## src/rtl/seq_gen_pkg.sv

```systemverilog
package seq_gen_pkg;
   // Mode encoding on the load_mode pin
   typedef enum logic {
      MODE_SHIFT = 1'b0,
      MODE_LOAD  = 1'b1
   } seq_mode_e;

   localparam int unsigned SEQ_STAGES_DEF = 4;
endpackage

```

## src/rtl/seq_fb_xor.sv

```systemverilog
module seq_fb_xor #(
   parameter int unsigned N_STAGES = 4,
   parameter int unsigned TAP_HI   = 1,   // QC position
   parameter int unsigned TAP_LO   = 0    // QD position
) (
   input  logic [N_STAGES-1:0] cur_state,
   output logic                fb_bit
);
   if (TAP_HI >= N_STAGES || TAP_LO >= N_STAGES) begin : g_bad_tap
      $error("seq_fb_xor: tap index outside the register");
   end
   if (TAP_HI == TAP_LO) begin : g_same_tap
      $error("seq_fb_xor: taps must differ");
   end

   always_comb begin
      fb_bit = cur_state[TAP_HI] ^ cur_state[TAP_LO];
   end
endmodule

```

## src/rtl/seq_shift_chain.sv

```systemverilog
module seq_shift_chain
   import seq_gen_pkg::*;
#(
   parameter int unsigned       N_STAGES = 4,
   parameter logic [N_STAGES-1:0] RST_VAL = '1
) (
   input  logic                clk,
   input  logic                rst_n,
   input  logic                load_en,
   input  logic [N_STAGES-1:0] seed,
   input  logic                fb_in,
   output logic [N_STAGES-1:0] q
);
   localparam int unsigned HEAD = N_STAGES - 1;

   if (N_STAGES < 2) begin : g_bad_len
      $error("seq_shift_chain: at least two stages needed");
   end

   logic [N_STAGES-1:0] nxt;

   for (genvar i = 0; i < N_STAGES; i++) begin : g_stage
      if (i == HEAD) begin : g_head
         always_comb nxt[i] = (load_en == MODE_LOAD) ? seed[i] : fb_in;
      end else begin : g_body
         always_comb nxt[i] = (load_en == MODE_LOAD) ? seed[i] : q[i+1];
      end
      always_ff @(posedge clk or negedge rst_n) begin
         if (!rst_n) q[i] <= RST_VAL[i];
         else        q[i] <= nxt[i];
      end
   end

   // a load edge captures the seed
   p_load_seed_r2: assert property (@(posedge clk) disable iff (!rst_n)
      load_en |=> q == $past(seed));

   // a shift edge moves every stage one place away from the head
   p_shift_r3: assert property (@(posedge clk) disable iff (!rst_n)
      !load_en |=> q[HEAD-1:0] == $past(q[HEAD:1]));
endmodule

```

## src/rtl/seq_gen_top.sv

```systemverilog
module seq_gen_top
   import seq_gen_pkg::*;
#(
   parameter int unsigned       N_STAGES = SEQ_STAGES_DEF,
   parameter int unsigned       TAP_HI   = 1,
   parameter int unsigned       TAP_LO   = 0,
   parameter logic [N_STAGES-1:0] RST_VAL = '1
) (
   input  logic                clk,
   input  logic                rst_n,
   input  logic                load_mode,
   input  logic [N_STAGES-1:0] seed_i,
   output logic [N_STAGES-1:0] state_o,
   output logic                serial_o
);
   localparam int unsigned HEAD = N_STAGES - 1;

   if (RST_VAL == '0) begin : g_bad_rst
      $error("seq_gen_top: reset value must be non-zero");
   end

   logic fb;
   logic [N_STAGES-1:0] st;

   seq_fb_xor #(
      .N_STAGES (N_STAGES),
      .TAP_HI   (TAP_HI),
      .TAP_LO   (TAP_LO)
   ) u_fb (
      .cur_state (st),
      .fb_bit    (fb)
   );

   seq_shift_chain #(
      .N_STAGES (N_STAGES),
      .RST_VAL  (RST_VAL)
   ) u_chain (
      .clk     (clk),
      .rst_n   (rst_n),
      .load_en (load_mode),
      .seed    (seed_i),
      .fb_in   (fb),
      .q       (st)
   );

   assign state_o  = st;
   assign serial_o = st[HEAD];

   // the head stage takes the tap XOR of the previous state
   p_feedback_r4: assert property (@(posedge clk) disable iff (!rst_n)
      !load_mode |=> st[HEAD] == ($past(st[TAP_HI]) ^ $past(st[TAP_LO])));

   // the serial bit after a shift reflects the taps one edge earlier
   p_serial_r5: assert property (@(posedge clk) disable iff (!rst_n)
      !load_mode |=> serial_o == $past(st[TAP_HI] ^ st[TAP_LO]));

   // shifting never leaves the non-zero set
   p_nonzero_r6: assert property (@(posedge clk) disable iff (!rst_n)
      (!load_mode && st != '0) |=> st != '0);

   // the zero state is a fixed point under shifting
   p_zero_lock_r7: assert property (@(posedge clk) disable iff (!rst_n)
      (!load_mode && st == '0) |=> st == '0);
endmodule

```

## config.mk

```make
export PLATFORM = sky130hd
export DESIGN_NAME = seq_gen_top
export DESIGN_NICKNAME = d
export VERILOG_FILES = /design/src/rtl/seq_gen_pkg.sv /design/src/rtl/seq_fb_xor.sv /design/src/rtl/seq_shift_chain.sv /design/src/rtl/seq_gen_top.sv
export SDC_FILE = /design/constraint.sdc
export NUM_CORES = 1
export LEC_CHECK = 0
export BUFFER_PORTS_ARGS = -buffer_cell sky130_fd_sc_hd__buf_2
export CAP_MARGIN = 20
export CELL_PAD_IN_SITES_DETAIL_PLACEMENT = 1
export CELL_PAD_IN_SITES_GLOBAL_PLACEMENT = 1
export CORE_AREA = 3 3 40 42
export CTS_CLUSTER_SIZE = 16
export DETAILED_ROUTE_END_ITERATION = 10
export DIE_AREA = 0 0 43 45
export PLACE_DENSITY = 0.43
export RECOVER_POWER = 50
export SLEW_MARGIN = 20
export SYNTH_ARGS = -nofsm -noshare
export SYNTH_HDL_FRONTEND = slang
export SYNTH_SLANG_ARGS = --single-unit
```

## constraint.sdc

```tcl
create_clock -name clk -period 1 [get_ports clk]
set_input_delay 0.1 -clock clk [delete_from_list [all_inputs] [get_ports clk]]
set_output_delay 0.1 -clock clk [all_outputs]
set_load 0.05 [all_outputs]
```

==> reports/metrics.cfg, run 1 <==
[synthesis]
syn-cell-area_um2 = 164
syn-instance-count = 11
seq_area_frac_synth_pct = 64.1
synthMostInstantiatedCell = sky130_fd_sc_hd__dfstp_2
synth-seq-cells = 4
synth_top_family_by_area = multiplexers
synth-compound-area-share_pct = 3.05
yosysUniqueCellTypes = 6
synth.top_cells.by_area = sky130_fd_sc_hd__dfstp_2 (64%), sky130_fd_sc_hd__mux2_2 (21%), sky130_fd_sc_hd__xnor2_1 (5.3%)
number_of_warnings_issued_by_yosys = 0
synth-edff-count = 0
post_synth_mux_area_share_pct = 20.6
synth-async-reset-ratio_pct = 100
synthXorXnorAreaFrac_pct = 5.34
yosys.area.top_type_share_pct = 64.1
synth_simple_gate_area_share_pct = 2.29
synth_commonest_cells = sky130_fd_sc_hd__dfstp_2 (4), sky130_fd_sc_hd__mux2_2 (3)
synth_adder_area_share_pct = 0
most_instantiated_flip_flop_cell_in_the_synthesis_netlist = sky130_fd_sc_hd__dfstp_2
yosys.area.top_type = sky130_fd_sc_hd__dfstp_2
synthesized_area_per_cell_um2 = 14.9
syn-num-nets = 18

[power]
p_leak_nw = 0.150
power.combinational.fraction_pct = 36.2
cell_internal_pwr_w = 0.000442
netSwitchingPower_w = 0.000209
power.density_nw_per_um2 = 1950
pwr-share-seq_pct = 33.5
p_clk_share_pct = 30.4
power.switching_fraction_pct = 32.1
max-vdd-ir-drop_uv = 850
power.total_w = 0.000651

[drt]
via_count = 158
drt_wl_total_um = 480
final_antenna_net_count = 0
avgRoutedWirePerCell_um = 11.2
drt_first_iter_violations = 3
dr.pass1.iters = 2
drc = 0
viasPerCell = 3.67

[placement]
globalplace.congestion = 0.600
count_of_buffers_inserted_at_the_top_level_ports = 11
detailedPlace.worstSlack_ns = 0.113

[run_status]
violations = negative setup slack
outcome = finished with violations

[global_route]
grt_start_max_net_pins = 6
grt_overflow_total = 0
grt_pass1_wl_um = 793
grt_pass1_vias = 182
antenna_found_initial = 0
grt_usage_pct = 6.27

[clock_tree]
cts_tree = yes
cts_h_tree_depth = 1
clock_slew_at_the_register_clock_pins_of_the_worst_setup_and_hold_paths_ns = 0.04
tritoncts.num_buffers = 3
clk_latency_ns = 0.23
ctsLongestPathBuffers = 2
ctsRootBufferMaster = sky130_fd_sc_hd__clkbuf_4
cts.sink_count = 4

[worst_setup_path]
worst_r2r_endpoint = u_chain.q[3]
worst_setup_path_end_kind = output pin
criticalPathCategory = flip-flop to output pin
timing.critical_path.arrival_ns = 0.95
worstRegToRegCells = 3
crit_start_category = flip-flop
critical-path-top-delay-family = flip-flops
slowest_cell_on_crit_path = sky130_fd_sc_hd__dfstp_2
worst_r2r_startpoint = u_chain.q[1]
critical_path.max_stage_delay_ns = 0.56
cp_data_required_time_ns = 0.90
worstPathCellList = buf_8
critical_path_buf_inv_count = 1
regToRegSetupSlack_ns = 0.07
timing.critical_path.fanout_max = 3

[floorplan]
num_rows = 13
die_w_um = 43
ioPinCount = 12
placeableCoreArea_um2 = 1280
chipHeight_um = 45
die_area_um2 = 1940
start_util_pct = 12.8

[sta]
postLayoutSetupSlackWorst_ns = -0.0495
totalNegativeSetupSlack_ns = -0.154
report.final.hold_viol_count = 0
relSlewSlack_pct = 86.1
final.setup_skew_ns = 0.00153
layout_min_cycle_time_ns = 1.05
slew_viols_final = 0
post_route_fraction_of_the_period_consumed_by_the_critical_path_pct = 105
tightest_slew_ns = 0.209
achievable-frequency_mhz = 953
finalSetupViolations = 5
rsz0062_at_grt = true

[worst_hold_path]
hold_depth = 3
worstHoldStart = seed_i[3]
whs_endpoint = u_chain.q[3]
worstHoldPathType = input pin to flip-flop

[job]
cap_viol_max_count = 0

[cells_and_area]
largest_register = u_chain.q
final.fill_count = 142
antennaDiodeCount = 0
drive_above_1_share_pct = 82.1
num-nets-final = 37
reg_top3 = u_chain.q x4
largest_reg_flops = 4
area_delta_synth_final_pct = 104

[final cells by class]
class                           instances  area, um2  share of cell area (%)
Clock buffer                            3       22.5                    6.74
Multi-Input combinational cell          6       51.3                    15.4
Sequential cell                         4        105                    31.5
Tap cell                               15       18.8                    5.62
Timing Repair Buffer                   15        136                    40.8
[how the worst max path moves through the flow]
| stage | end | cells past startpoint | slack, ns | start |
|---|---|---|---|---|
| after floorplan | u_chain.q[3] | 2 | 0.004 | u_chain.q[1] |
| after global placement | state_o[1] | 1 | 0.12 | u_chain.q[1] |
| after detailed placement | state_o[1] | 1 | 0.11 | u_chain.q[1] |
| after CTS | serial_o | 1 | -0.06 | u_chain.q[3] |
| after global routing | serial_o | 1 | -0.08 | u_chain.q[3] |
| final | serial_o | 1 | -0.05 | u_chain.q[3] |
[cells by family (layout without fill, tap and decap cells)]
logic type	Yosys count	in the layout
AO/OA/AOI/OAI	1	1
multiplexers	3	3
XOR/XNOR	1	1
buffers and inverters	1	18
flip-flops	4	4
AND/OR/NAND/NOR	1	1
[placed cells by master (no fill, tap or decap)]
master and n:
sky130_fd_sc_hd__o21ai_1 1, sky130_fd_sc_hd__buf_8 5, sky130_fd_sc_hd__buf_2 5, sky130_fd_sc_hd__dfstp_2 4
sky130_fd_sc_hd__clkbuf_1 1, sky130_fd_sc_hd__buf_4 3, sky130_fd_sc_hd__dlygate4sd3_1 1, sky130_fd_sc_hd__clkbuf_4 3
sky130_fd_sc_hd__xnor2_1 1, sky130_fd_sc_hd__mux2_2 3, sky130_fd_sc_hd__nand2_1 1
[routing by layer]
layer | vias to the layer above | track usage [%] | part of all wire, %
met5 | - | 0 | 0
met1 | 74 | 6.57 | 43
met4 | 0 | 3.61 | 0
li1 | 71 | - | -
met2 | 13 | 7.78 | 44
met3 | 0 | 6.37 | 14
[power by group through the flow]
stage               Clock, W  Combinational, W  Sequential, W
CTS                 0.000211          0.000217       0.000217
detailed placement         0          0.000158       0.000212
floorplan                  0         0.0000556       0.000283
finish              0.000198          0.000235       0.000218
global placement           0          0.000159       0.000209
global route        0.000227          0.000245       0.000221
[per-stage QoR]
step	instances	hold slack [ns]	utilization (%)	instance area, um2
2_1_floorplan	11	-0.0478	-	168
3_3_place_gp	36	0.0929	17.9	230
3_5_place_dp	36	0.0907	17.9	230
4_1_cts	42	0.0689	24.9	320
5_1_grt	43	0.0903	26.0	334
6_report	43	0.0715	26.0	334
[what timing repair did]
action,in CTS,in global routing
resized for setup,13,3
setup endpoints to repair,5,6
buffers inserted,2,1
endpoints found under the hold margin,4,0
hold buffers,1,0
Power figures use the tool's default switching activity.
==> inputs of run 2 (changes only) <==
--- a/config.mk
+++ b/config.mk
@@ -15,6 +15,7 @@
 export DIE_AREA = 0 0 43 45
 export PLACE_DENSITY = 0.43
 export RECOVER_POWER = 50
+export SETUP_SLACK_MARGIN = 0.02
 export SLEW_MARGIN = 20
 export SYNTH_ARGS = -nofsm -noshare
 export SYNTH_HDL_FRONTEND = slang
==> run 2 against run 1 <==
  * The flow still finishes with violations (negative setup slack)
  * Final cell count is the same
  * Count of clock-buffer cells in the layout is the same
  * Fmax grew 0.63%
  * Combinational power shrank 5%
  * First-iteration DRC count shrank 33%
  * Wire length shrank 15%
  * Worst hold slack lost 0.0017 ns
  * Critical path depth is the same
  * Design area shrank 2.2%
  * Setup slack gained 0.0065 ns
  * Clock power shrank 3%
  * Critical endpoint is now state_o[3]
==> reports/metrics.cfg, run 2 (synthesis gave the netlist of run 1 again) <==
[sta]
final.setup_skew_ns = 0.00273
achievable-frequency_mhz = 959
slew_viols_final = 0
finalSetupViolations = 5
layout_min_cycle_time_ns = 1.04
rsz0062_at_grt = true
report.final.hold_viol_count = 0
post_route_fraction_of_the_period_consumed_by_the_critical_path_pct = 104
postLayoutSetupSlackWorst_ns = -0.0430
totalNegativeSetupSlack_ns = -0.112
fin_worst_hold_slack_ns = 0.0698
relSlewSlack_pct = 85.0
tightest_slew_ns = 0.225

[worst_setup_path]
worst_setup_path_end_kind = output pin
crit_start_category = flip-flop
criticalPathCategory = flip-flop to output pin
worstRegToRegCells = 3
critical_path_buf_inv_count = 1
slowest_cell_on_crit_path = sky130_fd_sc_hd__dfstp_2
critical-path-top-delay-family = flip-flops
cp.depth = 1
worstPathCellList = buf_6
timing.critical_path.arrival_ns = 0.94
cp_data_required_time_ns = 0.90
critical_path.max_stage_delay_ns = 0.55
timing.critical_path.fanout_max = 3

[clock_tree]
cts_h_tree_depth = 1
cts_tree = yes
cts.sink_count = 4
clock_slew_at_the_register_clock_pins_of_the_worst_setup_and_hold_paths_ns = 0.04
tritoncts.num_buffers = 3
ctsRootBufferMaster = sky130_fd_sc_hd__clkbuf_4
ctsLongestPathBuffers = 2
clk_latency_ns = 0.23

[drt]
drt_first_iter_violations = 2
drc = 0
avgRoutedWirePerCell_um = 9.53
dr.pass1.iters = 2
viasPerCell = 3.47
final_antenna_net_count = 0
via_count = 149
drt_wl_total_um = 410

[floorplan]
start_util_pct = 12.8
ioPinCount = 12
die_w_um = 43
placeableCoreArea_um2 = 1280
die_area_um2 = 1940
chipHeight_um = 45
num_rows = 13

[global_route]
antenna_found_initial = 0
grt_pass1_wl_um = 738
grt_usage_pct = 5.76
grt_start_max_net_pins = 6
grt_pass1_vias = 167
grt_overflow_total = 0

[cells_and_area]
layout_commonest_cell = sky130_fd_sc_hd__buf_2
final.fill_count = 142
reg_top3 = u_chain.q x4
largest_register = u_chain.q
antennaDiodeCount = 0
stdcell_count = 43
num-nets-final = 37
largest_reg_flops = 4
area_delta_synth_final_pct = 99.2
final_cell_mix = sky130_fd_sc_hd__buf_2 (5), sky130_fd_sc_hd__dfstp_2 (4)
drive_above_1_share_pct = 82.1

[power]
power.combinational.fraction_pct = 35.5
netSwitchingPower_w = 0.000199
power.density_nw_per_um2 = 1930
cell_internal_pwr_w = 0.000433
pwr-share-seq_pct = 34.0
max-vdd-ir-drop_uv = 840
p_clk_share_pct = 30.5
power.switching_fraction_pct = 31.5
p_leak_nw = 0.147

[run_status]
outcome = finished with violations
violations = negative setup slack

[worst_hold_path]
worstHoldPathType = input pin to flip-flop
hold_depth = 3

[job]
cap_viol_max_count = 0

[placement]
globalplace.congestion = 0.605
count_of_buffers_inserted_at_the_top_level_ports = 11
dp_cells = 36

==> run 2: cell counts in the layout (fill, tap and decap cells not counted) <==
Identical to the previous run, type by type.
==> run 2: through the flow <==
stage	instance area, um2	total power (W)	setup WS (ns)	utilization (%)
after floorplan	168	0.000339	0.0143	-
after global placement	230	0.000369	0.118	17.9
after detailed placement	230	0.000371	0.100	17.9
after CTS	328	0.000647	-0.0532	25.5
after global routing	327	0.000673	-0.0831	25.4
final	327	0.000632	-0.0430	25.4
==> run 2: path summary, 6_finish.rpt <==
check,startpoint,end,slack (ns)
worst max-delay path,u_chain.q[3],state_o[3],-0.04
min in group asynchronous,rst_n,u_chain.q[2],0.46
max in group asynchronous,rst_n,u_chain.q[0],0.52
worst min-delay path,seed_i[3],u_chain.q[3],0.07
worst max register to register,u_chain.q[1],u_chain.q[3],0.10
worst min register to register,u_chain.q[3],u_chain.q[2],0.64
==> run 2: timing repair <==
item	in CTS	in global routing
hold buffers	1	0
setup buffers	3	0
setup endpoints to repair	5	5
hold endpoints to repair	4	0
resized for setup	13	0
==> run 2: area by class of cell <==
type,count,area [um2],area share [%]
clock buffer,3,22.5,6.90
multi-input combinational,6,51.3,15.7
sequential,4,105,32.2
tap,15,18.8,5.75
timing repair buffer,15,129,39.5
==> run 2: power by group through the flow <==
stage	Combinational, W	Sequential (W)	Clock (W)
after global placement	0.000160	0.000210	0
final	0.000224	0.000215	0.000193
after floorplan	0.0000566	0.000283	0
after CTS	0.000227	0.000215	0.000205
after global routing	0.000235	0.000220	0.000218
after detailed placement	0.000160	0.000212	0
==> run 2: layer usage <==
metal,GRT usage (%),up-vias,routed length [um]
met1,6.31,66,180
met5,0,-,0
met2,7.19,12,160
met4,3.61,0,0
li1,-,71,-
met3,5.18,0,69
